--- src/rtl/sdcard_init_seq.sv ---
module sdcard_init_seq #(
  parameter int POWER_WAIT   = 50000,
  parameter int INIT_TIMEOUT = 50000000
) (
  input  logic        clk,
  input  logic        rst_n,
  input  logic        start,
  input  logic        cmd_ack,
  input  logic        cmd_nores,
  input  logic [7:0]  cmd_r1,
  input  logic [31:0] cmd_ext,
  output logic        cs_n,
  output logic        fast_clk,
  output logic        cmd_req,
  output logic        idle_burst,
  output logic [5:0]  cmd_idx,
  output logic [31:0] cmd_arg,
  output logic [7:0]  cmd_crc,
  output logic        cmd_r32,
  output logic [1:0]  card_type,
  output logic        ready,
  output logic        error
);
  localparam int MAXC = (INIT_TIMEOUT > POWER_WAIT) ? INIT_TIMEOUT : POWER_WAIT;
  localparam int TW   = $clog2(MAXC + 2);

  typedef enum logic [3:0] {
    S_IDLE, S_PWAIT, S_BURST, S_RST, S_PROBE, S_APP, S_SDOP,
    S_MMCOP, S_OCR, S_BLEN, S_DONE, S_FAIL
  } st_t;

  st_t           st;
  logic          pend, v2, tmo, in_cmd, r1_idle, r1_ok, r1_illeg;
  logic [1:0]    typ;
  logic [TW-1:0] tmr;

  assign in_cmd   = (st == S_BURST) || (st == S_RST) || (st == S_PROBE) || (st == S_APP) ||
                    (st == S_SDOP) || (st == S_MMCOP) || (st == S_OCR) || (st == S_BLEN);
  assign cmd_req    = in_cmd & ~pend;
  assign idle_burst = (st == S_BURST);
  assign cs_n       = ~(in_cmd & (st != S_BURST));
  assign ready      = (st == S_DONE);
  assign fast_clk   = (st == S_DONE);
  assign error      = (st == S_FAIL);
  assign card_type  = typ;
  assign tmo        = tmr >= TW'(INIT_TIMEOUT);
  assign r1_idle    = ~cmd_nores & (cmd_r1 == 8'h01);
  assign r1_ok      = ~cmd_nores & (cmd_r1 == 8'h00);
  assign r1_illeg   = ~cmd_nores & cmd_r1[2];

  always_comb begin
    cmd_idx = 6'd0;
    cmd_arg = 32'd0;
    cmd_crc = 8'hFF;
    cmd_r32 = 1'b0;
    case (st)
      S_RST:   cmd_crc = 8'h95;
      S_PROBE: begin cmd_idx = 6'd8; cmd_arg = 32'h0000_01AA; cmd_crc = 8'h87; cmd_r32 = 1'b1; end
      S_APP:   cmd_idx = 6'd55;
      S_SDOP:  begin cmd_idx = 6'd41; cmd_arg = {1'b0, v2, 30'd0}; end
      S_MMCOP: cmd_idx = 6'd1;
      S_OCR:   begin cmd_idx = 6'd58; cmd_r32 = 1'b1; end
      S_BLEN:  begin cmd_idx = 6'd16; cmd_arg = 32'd512; end
      default: ;
    endcase
  end

  always_ff @(posedge clk) begin
    if (!rst_n) begin
      st   <= S_IDLE;
      pend <= 1'b0;
      v2   <= 1'b0;
      typ  <= 2'd0;
      tmr  <= '0;
    end else begin
      if (!(&tmr)) tmr <= tmr + 1'b1;
      if (cmd_req) pend <= 1'b1;
      if (cmd_ack) pend <= 1'b0;
      case (st)
        S_IDLE: if (start) begin st <= S_PWAIT; tmr <= '0; end
        S_PWAIT: if (tmr >= TW'(POWER_WAIT - 1)) st <= S_BURST;
        default: if (cmd_ack && pend) begin
          case (st)
            S_BURST: st <= S_RST;
            S_RST:   st <= r1_idle ? S_PROBE : S_FAIL;
            S_PROBE: begin
              tmr <= '0;
              if (r1_illeg) begin
                v2 <= 1'b0;
                st <= S_APP;
              end else if (r1_idle && cmd_ext[11:0] == 12'h1AA) begin
                v2 <= 1'b1;
                st <= S_APP;
              end else st <= S_FAIL;
            end
            S_APP: begin
              if (r1_illeg && !v2)                     st <= S_MMCOP;
              else if (cmd_nores || cmd_r1[7:1] != 7'd0) st <= S_FAIL;
              else                                     st <= S_SDOP;
            end
            S_SDOP: begin
              if (r1_ok) begin
                if (v2) st <= S_OCR;
                else begin typ <= 2'd1; st <= S_BLEN; end
              end else if (r1_idle)      st <= tmo ? S_FAIL : S_APP;
              else if (r1_illeg && !v2)  st <= S_MMCOP;
              else                       st <= S_FAIL;
            end
            S_MMCOP: begin
              if (r1_ok) begin typ <= 2'd0; st <= S_BLEN; end
              else if (r1_idle) st <= tmo ? S_FAIL : S_MMCOP;
              else              st <= S_FAIL;
            end
            S_OCR: begin
              if (r1_ok) begin
                typ <= cmd_ext[30] ? 2'd3 : 2'd2;
                st  <= cmd_ext[30] ? S_DONE : S_BLEN;
              end else st <= S_FAIL;
            end
            S_BLEN:  st <= r1_ok ? S_DONE : S_FAIL;
            default: st <= S_FAIL;
          endcase
        end
      endcase
    end
  end
endmodule


--- config.mk ---
export PLATFORM = sky130hd
export DESIGN_NAME = sdcard_init_seq
export DESIGN_NICKNAME = d
export VERILOG_FILES = /design/src/rtl/sdcard_init_seq.sv
export SDC_FILE = /design/constraint.sdc
export NUM_CORES = 1
export LEC_CHECK = 0
export BUFFER_PORTS_ARGS = -buffer_cell sky130_fd_sc_hd__clkbuf_2
export CAP_MARGIN = 20
export CELL_PAD_IN_SITES_DETAIL_PLACEMENT = 1
export CELL_PAD_IN_SITES_GLOBAL_PLACEMENT = 2
export CORE_UTILIZATION = 29
export DETAILED_ROUTE_END_ITERATION = 16
export MAX_ROUTING_LAYER = met4
export PLACE_DENSITY_LB_ADDON = 0.1
export SLEW_MARGIN = 20
export SYNTH_ARGS = -nofsm -noshare
export SYNTH_HDL_FRONTEND = slang
export SYNTH_SLANG_ARGS = --single-unit
--- constraint.sdc ---
create_clock -name clk -period 4 [get_ports clk]
set_input_delay 0 -clock clk [delete_from_list [all_inputs] [get_ports clk]]
set_output_delay 0 -clock clk [all_outputs]
set_load 0.05 [all_outputs]
==> out/summary.log, run 1 <==
[die] placeable core region 8891 um^2
[setup_path] endpoint of the worst-slack reg-to-reg timing path tmr[14]
[setup_path] delay contributed by the slowest stage of the critical path 0.77 ns
[pwr] Worst IR Drop VDD 132.3 uV
[synth] combinational family with the most area after synthesis simple AND/OR/NAND/NOR gates
[sta] worst max-slew margin expressed relative to the limit 34.02%
[die] area of the die 9762 um^2
[clocking] clk_lat worst skew 0.30 ns
[clocking] CTS tree built
[synth] share of async-settable or async-resettable flops after synthesis 0%
[setup_path] critical path startpoint st[2]
[die] die outline height 98.81 um
[setup_path] critical path data arrival time 2.78 ns
[global_routing] number of antenna violations at the first check in global routing 0
[setup_path] CP most frequent cell sky130_fd_sc_hd__nand2b_1
[setup_path] critical-path cell with the highest stage delay sky130_fd_sc_hd__dfxtp_1
[setup_path] Worst Setup End Kind register
[clocking] number of H-tree levels 2
[cells_and_area] count of fill cells added during filler insertion 1111
[die] Row Count 34
[clocking] maximum clock insertion buffer count 2
[synth] number of instances in the synthesized netlist 361
[die] initial core utilization 30.57%
[clocking] CTS-repair resized insts 0
[global_routing] pin count of the biggest net entering global routing 26
[clocking] buffer cell driving the clock tree root sky130_fd_sc_hd__clkbuf_8
[synth] multiplexer share of the synthesized area 2.947%
[sta] final worst path period share 63.62%
[clocking] clock-pin slew on the worst setup and hold paths 0.08 ns
[sta] post-layout minimum cycle time 2.545 ns
[sta] Setup TNS Final 0 ns
[routing] total vias in the final route 2718
[cells_and_area] layout cells sized above 1 20.25%
[synth] number of unique standard cell types used by synthesis 61
[routing] routed wire length per instance 16.78 um
[synth] most frequently used flop master after synthesis sky130_fd_sc_hd__dfxtp_1
[run_status] outcome complete, no violations
[global_routing] first-pass GRT wire length 13.72 mm
[setup_path] CP Class reg2reg
[synth] post-synthesis simple-gate area fraction 30.66%
[synth] fraction of the mapped netlist area in compound gates 24.17%
[global_routing] gr usage total 18.19%
[setup_path] Setup crit start kind register
[clocking] Post-CTS Repair Setup Buffers 0
[sta] RSZ-0062 raised after global routing no
[setup_path] Worst R2R Setup Slack 1.46 ns
[setup_path] biggest fanout along the worst timing path 20
[pwr] static leakage 1.166 nW
[synth] portion of the post-synthesis area used by sequential elements 25.05%
[sta] Worst Max-Slew Pin Slew 0.9887 ns
[worst_hold_path] Hold Crit Class in2reg
[routing] via/cell ratio 5.404
[setup_path] FF-to-FF Start st[2]
[setup_path] data required time of the worst path 4.24 ns
[setup_path] number of cells on the worst reg-to-reg path 6
[die] total I/O pin count 100
[placement] routability-driven placement congestion ratio 0.7606
[synth] Post-Syn Area per Cell 7.528 um^2
[routing] number of routed nets with antenna violations 0
[placement] Final HPWL DP 6.096 mm
[synth] count of synthesis-stage warnings from yosys 0
[pwr] Power per Cell Area 318.9 nW/um^2
[clocking] Sinks on Clock Net 34
[pwr] sum of internal, switching and leakage power 961.6 uW
[cells_and_area] number of nets in the finished design 442
[sta] worst-case clock skew 0.009952 ns
[die] DIE WIDTH 98.81 um
[synth] post-synthesis share of cell area spent on xor and xnor gates 1.289%
[synth] number of enable-type register cells in the synthesized netlist 0
[sta] max frequency 393.0 MHz
[setup_path] CP cell instances nand2b_1, a2111oi_2, buf_4, nand2b_1, or4_1, nand2_1
[flow_run] Max Cap Violations 0
[global_routing] number of global-route vias before repair 2587
[clocking] CTS Hold Bufs 1
[sta] Setup violations, final 0
[routing] number of DRC violations after detailed routing 0
[setup_path] worst setup path end tmr[14]
[clocking] total CTS buffers 5
[routing] First-pass DRT Iterations 4
[synth] Yosys reg bits 34
[cells_and_area] number of antenna cells inserted 0
[routing] 1st-iter DRT viols 114
[placement] # port buffers 52
[synth] fraction of the mapped netlist area in adder cells 0.9208%
[global_routing] gr ovfl total 0
[routing] final WL 8.440 mm
[synth] Cell Area, Synth 2718 um^2
[cells_and_area] layout-stage area growth over the synthesis result 10.96%
[sta] Final Max Tran Viols 0
[sta] number of endpoints with negative hold slack in the final report 0
-- state kept, by name (all words and copies together), names as in the netlist --
signal	flops
tmr	26
pend	1
st	4
v2	1
card_type	2
-- critical path, delay by kind of cell, from the launching register on --
kind                   cells  cell delay [ns]
AOI/OAI and AO/OA          1             0.07
buffers and inverters      1             0.20
DFF                        1             0.77
and+or+nand+nor            4             1.45
-- layer usage --
metal / share of wire, % / global-route usage, %
met4: 0.77 / 3.789
met2: 42 / 27.11
met3: 3.0 / 2.411
met5: 0 / -
met1: 54 / 26.10
-- synthesized netlist by cell type, types with 3 or more instances --
master | number | share of area, %
sky130_fd_sc_hd__and3_1 | 4 | 0.92
sky130_fd_sc_hd__nand2b_1 | 6 | 1.4
sky130_fd_sc_hd__a21oi_1 | 25 | 4.6
sky130_fd_sc_hd__a2111o_1 | 7 | 2.9
sky130_fd_sc_hd__mux2i_1 | 8 | 2.9
sky130_fd_sc_hd__nand4_1 | 7 | 1.6
sky130_fd_sc_hd__and4_1 | 6 | 1.9
sky130_fd_sc_hd__or4_1 | 3 | 0.83
sky130_fd_sc_hd__or3_1 | 6 | 1.4
sky130_fd_sc_hd__inv_1 | 13 | 1.8
sky130_fd_sc_hd__nand3_1 | 18 | 3.3
sky130_fd_sc_hd__nor4_1 | 5 | 1.2
sky130_fd_sc_hd__nor4bb_1 | 5 | 1.8
sky130_fd_sc_hd__clkbuf_1 | 13 | 1.8
sky130_fd_sc_hd__o21ai_0 | 21 | 3.9
sky130_fd_sc_hd__o211ai_1 | 6 | 1.7
sky130_fd_sc_hd__a211oi_1 | 8 | 2.2
sky130_fd_sc_hd__nor2_1 | 19 | 2.6
sky130_fd_sc_hd__nor2b_1 | 4 | 0.92
sky130_fd_sc_hd__nor3_1 | 7 | 1.3
sky130_fd_sc_hd__buf_4 | 35 | 9.7
sky130_fd_sc_hd__nand2_1 | 42 | 5.8
sky130_fd_sc_hd__buf_2 | 7 | 1.3
sky130_fd_sc_hd__dfxtp_1 | 34 | 25
sky130_fd_sc_hd__o221a_2 | 3 | 1.2
-- final cells by class --
class                           count  area (um^2)  share of cell area (%)
Clock buffer                        6        82.58                   2.739
Clock inverter                      1        30.03                  0.9959
Sequential cell                    34        680.7                   22.57
Timing Repair Buffer               57        300.3                   9.959
Multi-Input combinational cell    284         1738                   57.63
Tap cell                          108        135.1                   4.481
Inverter                           13        48.80                   1.618
-- cell usage in the layout (no fill, tap or decap), types with 3 or more instances in the layout --
cell type,synthesis,layout
sky130_fd_sc_hd__clkbuf_2,0,52
sky130_fd_sc_hd__nand2_1,42,42
sky130_fd_sc_hd__dfxtp_1,34,34
sky130_fd_sc_hd__conb_1,2,28
sky130_fd_sc_hd__a21oi_1,25,25
sky130_fd_sc_hd__o21ai_0,21,21
sky130_fd_sc_hd__nor2_1,19,18
sky130_fd_sc_hd__nand3_1,18,18
sky130_fd_sc_hd__inv_1,13,13
sky130_fd_sc_hd__a211oi_1,8,8
sky130_fd_sc_hd__mux2i_1,8,8
sky130_fd_sc_hd__nor3_1,7,7
sky130_fd_sc_hd__nand4_1,7,7
sky130_fd_sc_hd__a2111o_1,7,7
sky130_fd_sc_hd__nand2b_1,6,6
sky130_fd_sc_hd__and4_1,6,6
sky130_fd_sc_hd__or3_1,6,6
sky130_fd_sc_hd__o211ai_1,6,6
sky130_fd_sc_hd__clkbuf_8,0,6
sky130_fd_sc_hd__nor4bb_1,5,5
sky130_fd_sc_hd__nor4_1,5,5
sky130_fd_sc_hd__nor2b_1,4,4
sky130_fd_sc_hd__and3_1,4,4
sky130_fd_sc_hd__buf_4,35,4
sky130_fd_sc_hd__or4_1,3,3
sky130_fd_sc_hd__o221a_2,3,3
-- worst min path at each step --
stage,end,start,cells past startpoint
2_1_floorplan,pend,cmd_ack,1
3_3_place_gp,pend,cmd_ack,2
3_5_place_dp,pend,cmd_ack,2
4_1_cts,v2,rst_n,2
5_1_grt,v2,rst_n,2
6_report,v2,rst_n,2
-- power breakdown --
group | switching (mW) | internal, mW
Combinational | 0.190 | 0.0682
Clock | 0.137 | 0.200
Sequential | 0.0191 | 0.347
-- logic make-up (layout without fill, tap and decap cells) --
kind of cell / after synthesis / count (layout)
flops: 34 / 34
xor+xnor: 4 / 4
simple gates: 149 / 149
mux: 8 / 8
other cells: 2 / 28
compound gates: 93 / 93
buf+inv: 69 / 77
fa+ha+maj: 2 / 2
-- stage by stage --
stage	util, %	hold WS (ns)	setup slack, ns	area [um^2]	std cells
after floorplan	-	0.07276	1.212	2815	387
after global placement	32.54	0.2008	1.473	2893	495
final	33.92	0.07074	1.455	3015	503
after detailed placement	32.54	0.2064	1.440	2893	495
after CTS	33.92	0.07252	1.408	3015	503
after global routing	33.92	0.08932	1.203	3015	503
(Power assumes the default switching activity.)
==> run 2, diff against run 1 <==
CORE_UTILIZATION = 24   (was 29)
clock period = 2.3 ns   (was 4 ns; I/O delays follow)
==> out/summary.log, run 2 (synthesis results as in run 1) <==
[sta] worst-case clock skew 0.002877 ns
[cells_and_area] number of nets in the finished design 468
[cells_and_area] layout cells sized above 1 25.89%
[die] area of the die 11750 um^2
[cells_and_area] area occupied by registers 680.7 um^2
[global_routing] first-pass GRT wire length 14.52 mm
[sta] Setup TNS Final 0 ns
[setup_path] Worst Setup End Kind register
[cells_and_area] number of antenna cells inserted 0
[routing] 1st-iter DRT viols 79
[setup_path] number of cells on the worst reg-to-reg path 6
[cells_and_area] layout-stage area growth over the synthesis result 21.41%
[placement] placed inst area 3151 um^2
[routing] WL met3 348 um
[pwr] static leakage 1.306 nW
[cells_and_area] most common cell after layout, fill and taps aside sky130_fd_sc_hd__clkbuf_2
[pwr] Power per Cell Area 538.8 nW/um^2
[setup_path] FF-to-FF Start st[2]
[routing] wire length on met1 4.716 mm
[routing] number of routed nets with antenna violations 0
[clocking] Sinks on Clock Net 34
[sta] Worst Max-Slew Pin Slew 0.5447 ns
[die] DIE WIDTH 108.4 um
[die] Row Count 38
[cells_and_area] count of fill cells added during filler insertion 1355
[die] initial core utilization 24.85%
[pwr] part of the power in the clock network 36.1%
[clocking] total CTS buffers 5
[sta] Final Max Tran Viols 0
[pwr] switching part of the total 35.10%
[worst_hold_path] worst hold stages 2
[clocking] CTS tree built
[routing] Top Layer Used met4
[sta] final worst path period share 90.99%
[clocking] number of H-tree levels 2
[die] total I/O pin count 100
[sta] worst max-slew margin expressed relative to the limit 63.64%
[routing] final WL 9.107 mm
[placement] Final HPWL DP 6.993 mm
[routing] total vias in the final route 2903
[sta] final setup margin 0.2071 ns
[pwr] proportion of power drawn by combinational gates 27.9%
[global_routing] gr usage total 16.52%
[placement] routability-driven placement congestion ratio 0.7651
[clocking] buffer cell driving the clock tree root sky130_fd_sc_hd__clkbuf_16
[sta] max frequency 477.8 MHz
[flow_run] Max Cap Violations 0
[clocking] clock-pin slew on the worst setup and hold paths 0.05 ns
[sta] RSZ-0062 raised after global routing no
[setup_path] CP Class reg2reg
[clocking] maximum clock insertion buffer count 2
[routing] First-pass DRT Iterations 4
[worst_hold_path] Hold Crit Class in2reg
[sta] Setup violations, final 0
[die] placeable core region 10940 um^2
[setup_path] Setup crit start kind register
[sta] post-layout minimum cycle time 2.093 ns
[placement] # port buffers 52
[cells_and_area] area of the multi-input gates 1763 um^2
[pwr] cell internal power dissipation 1.154 mW
[routing] via/cell ratio 5.175
[sta] number of endpoints with negative hold slack in the final report 0
[setup_path] endpoint of the worst-slack reg-to-reg timing path card_type[0]
[global_routing] number of global-route vias before repair 2743
[pwr] Worst IR Drop VDD 253.8 uV
[setup_path] data required time of the worst path 2.47 ns
[die] die outline height 108.4 um
[cells_and_area] post-layout instance area 3299 um^2
[routing] routed wire length per instance 16.23 um
[worst_hold_path] capture endpoint of the worst hold path v2
[routing] number of DRC violations after detailed routing 0
[setup_path] critical path data arrival time 2.26 ns
[global_routing] number of antenna violations at the first check in global routing 0
[pwr] sequential group share of total power 36.0%
[placement] worst-case setup slack after placement 0.2401 ns
[run_status] outcome complete, no violations
[clocking] clk_lat worst skew 0.28 ns
[setup_path] Worst R2R Setup Slack 0.21 ns
[routing] met2 routed wirelength 3.939 mm
[cells_and_area] max reg flops 26
[pwr] sum of internal, switching and leakage power 1.778 mW
[setup_path] biggest fanout along the worst timing path 13
[pwr] net switching power of the design 624.1 uW
[global_routing] pin count of the biggest net entering global routing 25
[cells_and_area] most used cells in the layout excluding fill and tap cells sky130_fd_sc_hd__clkbuf_2, sky130_fd_sc_hd__nand2_1, sky130_fd_sc_hd__dfxtp_1, sky130_fd_sc_hd__buf_4, sky130_fd_sc_hd__conb_1
[cells_and_area] largest register by flop count tmr
[worst_hold_path] Min-Delay Startpoint rst_n
[global_routing] gr ovfl total 0
==> run 2: cell count changes in the layout (fill, tap and decap cells not counted), moves of 2 or more <==
cell                        delta
sky130_fd_sc_hd__clkbuf_16     +5
sky130_fd_sc_hd__clkbuf_8      -6
sky130_fd_sc_hd__buf_4        +26
sky130_fd_sc_hd__clkbuf_1      +2
sky130_fd_sc_hd__nor4bb_1      -2
sky130_fd_sc_hd__nor4bb_2      +2
==> run 2: per-stage QoR <==
| stage | hold WS (ns) | utilization, % | instances |
|---|---|---|---|
| 3_5_place_dp | 0.2051 | 28.81 | 553 |
| 3_3_place_gp | 0.2028 | 28.81 | 553 |
| 2_1_floorplan | 0.07276 | - | 387 |
| 5_1_grt | 0.1285 | 30.17 | 561 |
| 4_1_cts | 0.09914 | 30.11 | 561 |
| 6_report | 0.1019 | 30.17 | 561 |
==> run 2: worst max-delay path, cell delays in order (launching register included) <==
cell	delay, ns
sky130_fd_sc_hd__dfxtp_1	0.66
sky130_fd_sc_hd__buf_4	0.26
sky130_fd_sc_hd__nor4bb_1	0.38
sky130_fd_sc_hd__nand2_1	0.16
sky130_fd_sc_hd__nand3_1	0.20
sky130_fd_sc_hd__a21oi_1	0.06
sky130_fd_sc_hd__o221a_2	0.25
==> run 2: repair_timing <==
item                                   4_1_cts  5_1_grt
setup buffers                                0        0
hold buffers                                 1        0
setup endpoints to repair                    0        1
gates resized for setup                      0        1
endpoints found under the hold margin        1        0
==> run 2: layout make-up <==
cell class,count,share of cell area [%]
clock buffers,7,4.020
inverters,13,1.593
multi-input cells,284,53.43
flip-flops and latches,34,20.63
well taps,140,5.309
repair buffers,83,15.02
==> run 2: worst max-delay path by stage <==
stage | cells past startpoint | endpoint | startpoint | slack [ns]
after detailed placement | 6 | tmr[24] | tmr[0] | 0.24
after global routing | 6 | tmr[24] | tmr[0] | 0.03
final | 6 | card_type[0] | st[2] | 0.21
after floorplan | 6 | cmd_crc[5] | st[1] | 0.09
after global placement | 5 | st[2] | tmr[11] | 0.25
after CTS | 6 | tmr[24] | tmr[0] | 0.22
==> run 2: power groups by stage <==
stage | Combinational (mW) | Sequential (mW) | Clock, mW
floorplan | 0.394 | 0.637 | 0
global placement | 0.491 | 0.655 | 0
detailed placement | 0.494 | 0.654 | 0
CTS | 0.497 | 0.640 | 0.669
global route | 0.537 | 0.644 | 0.693
finish | 0.496 | 0.640 | 0.641
==> run 2: layer usage <==
layer | GRT usage [%] | vias to the layer above
li1 | - | 1400
met1 | 23.87 | 1424
met2 | 23.92 | 71
met3 | 2.049 | 8
met4 | 4.344 | 0
met5 | - | -
==> run 3, diff against run 2 <==
CORE_UTILIZATION = 27   (was 24)
HOLD_SLACK_MARGIN = 0.15   (was default)
clock period = 2.1 ns   (was 2.3 ns; I/O delays follow)
==> out/summary.log, run 3 (synthesis results as in run 1) <==
[run_status] outcome complete, no violations
[global_routing] pin count of the biggest net entering global routing 22
[sta] Setup violations, final 0
[pwr] Worst IR Drop VDD 238.2 uV
[global_routing] gr ovfl total 0
[cells_and_area] number of antenna cells inserted 0
[setup_path] number of cells on the worst reg-to-reg path 5
[pwr] Power per Cell Area 513.8 nW/um^2
[routing] number of DRC violations after detailed routing 0
[routing] total vias in the final route 2906
[clocking] clk_lat worst skew 0.29 ns
[sta] worst-case clock skew 0.007777 ns
[setup_path] FF-to-FF Start tmr[7]
[die] Row Count 36
[clocking] CTS tree built
[die] area of the die 10470 um^2
[setup_path] biggest fanout along the worst timing path 5
[global_routing] gr usage total 17.99%
[clocking] Sinks on Clock Net 34
[cells_and_area] number of nets in the finished design 489
[worst_hold_path] worst hold stages 3
[sta] RSZ-0062 raised after global routing no
[placement] worst-case setup slack after placement 0.1070 ns
[global_routing] number of antenna violations at the first check in global routing 0
[sta] Setup TNS Final 0 ns
[cells_and_area] largest register by flop count tmr
[sta] max frequency 495.3 MHz
[placement] Final HPWL DP 6.968 mm
[sta] post-layout minimum cycle time 2.019 ns
[setup_path] critical path startpoint tmr[7]
[setup_path] CP Class reg2reg
[cells_and_area] layout cells sized above 1 29.57%
[die] DIE WIDTH 102.3 um
[pwr] static leakage 1.395 nW
[routing] via/cell ratio 5.045
[clocking] clock-pin slew on the worst setup and hold paths 0.07 ns
[sta] number of endpoints with negative hold slack in the final report 0
[placement] # port buffers 52
[routing] First-pass DRT Iterations 4
[sta] Worst Max-Slew Pin Slew 0.4872 ns
[sta] final worst path period share 96.14%
[setup_path] data required time of the worst path 2.31 ns
[routing] 1st-iter DRT viols 86
[worst_hold_path] Hold Crit Class in2reg
[global_routing] first-pass GRT wire length 14.10 mm
[clocking] total CTS buffers 5
[flow_run] Max Cap Violations 0
[die] die outline height 102.3 um
[setup_path] Worst R2R Setup Slack 0.08 ns
[setup_path] Setup crit start kind register
[worst_hold_path] capture endpoint of the worst hold path card_type[0]
[cells_and_area] most common cell after layout, fill and taps aside sky130_fd_sc_hd__clkbuf_2
[clocking] number of H-tree levels 2
[setup_path] critical path data arrival time 2.23 ns
[die] initial core utilization 27.80%
[worst_hold_path] Min-Delay Startpoint cmd_ext[30]
[clocking] buffer cell driving the clock tree root sky130_fd_sc_hd__clkbuf_8
[cells_and_area] layout-stage area growth over the synthesis result 25.78%
[die] placeable core region 9774 um^2
[sta] Final Max Tran Viols 0
[sta] final setup margin 0.08112 ns
[routing] routed wire length per instance 15.44 um
[routing] number of routed nets with antenna violations 0
[die] total I/O pin count 100
[placement] routability-driven placement congestion ratio 0.7899
[setup_path] endpoint of the worst-slack reg-to-reg timing path st[2]
[setup_path] Worst Setup End Kind register
[sta] worst max-slew margin expressed relative to the limit 66.68%
[global_routing] number of global-route vias before repair 2817
[cells_and_area] most used cells in the layout excluding fill and tap cells sky130_fd_sc_hd__clkbuf_2, sky130_fd_sc_hd__buf_4, sky130_fd_sc_hd__nand2_1, sky130_fd_sc_hd__dfxtp_1, sky130_fd_sc_hd__conb_1
[cells_and_area] max reg flops 26
[clocking] maximum clock insertion buffer count 2
[routing] final WL 8.896 mm
-- run 3: what timing repair did --
action / 4_1_cts / 5_1_grt
setup endpoints to repair: 0 / 6
endpoints found under the hold margin: 5 / 0
setup buffers: 0 / 0
gates resized for setup: 0 / 2
hold buffers: 4 / 0
-- run 3: worst max-delay path by stage --
stage	to	depth (start not counted)
after floorplan	st[0]	6
after global placement	st[2]	5
after detailed placement	st[2]	5
after CTS	st[2]	5
after global routing	st[2]	5
final	st[2]	5
-- run 3: metal layers --
| layer | GRT usage, % | wire [um] | vias to the layer above |
|---|---|---|---|
| met3 | 2.326 | 252 | 5 |
| met2 | 28.03 | 3937 | 59 |
| li1 | - | - | 1435 |
| met1 | 24.75 | 4653 | 1407 |
| met4 | 3.846 | 52 | 0 |
| met5 | - | 0 | - |
-- run 3: area by class of cell --
cell class / instances / area [um^2]
fill: 1255 / 6356
timing repair buffer: 104 / 660.6
inverter: 13 / 52.55
clock inverter: 1 / 5.005
tap: 133 / 166.4
multi-input combinational: 284 / 1767
clock buffer: 7 / 86.33
sequential: 34 / 680.7
-- run 3: worst max-delay path, stage by stage, from the launching register on --
cell and delay, ns:
sky130_fd_sc_hd__dfxtp_1 0.36, sky130_fd_sc_hd__or4_1 0.47, sky130_fd_sc_hd__o311a_1 0.33, sky130_fd_sc_hd__or4_4 0.42, sky130_fd_sc_hd__a211o_1 0.27, sky130_fd_sc_hd__o211ai_1 0.08
-- run 3: where the power goes --
part           switching, mW  leakage (nW)  internal, mW
sequential            0.0318         0.275         0.662
clock                  0.247        0.0482         0.265
combinational          0.379          1.07         0.171
total                  0.659          1.40          1.10
-- run 3: through the flow --
stage                     hold WS (ns)  util [%]  area (um^2)  std cells  power, mW
after floorplan                0.07276         -         2846        387      1.131
after global placement          0.2140     33.58         3282        564      1.251
after global routing            0.1751     34.97         3418        576      1.855
final                           0.1563     34.97         3418        576      1.756
after CTS                       0.1580     34.92         3413        576      1.781
after detailed placement        0.2235     33.58         3282        564      1.252
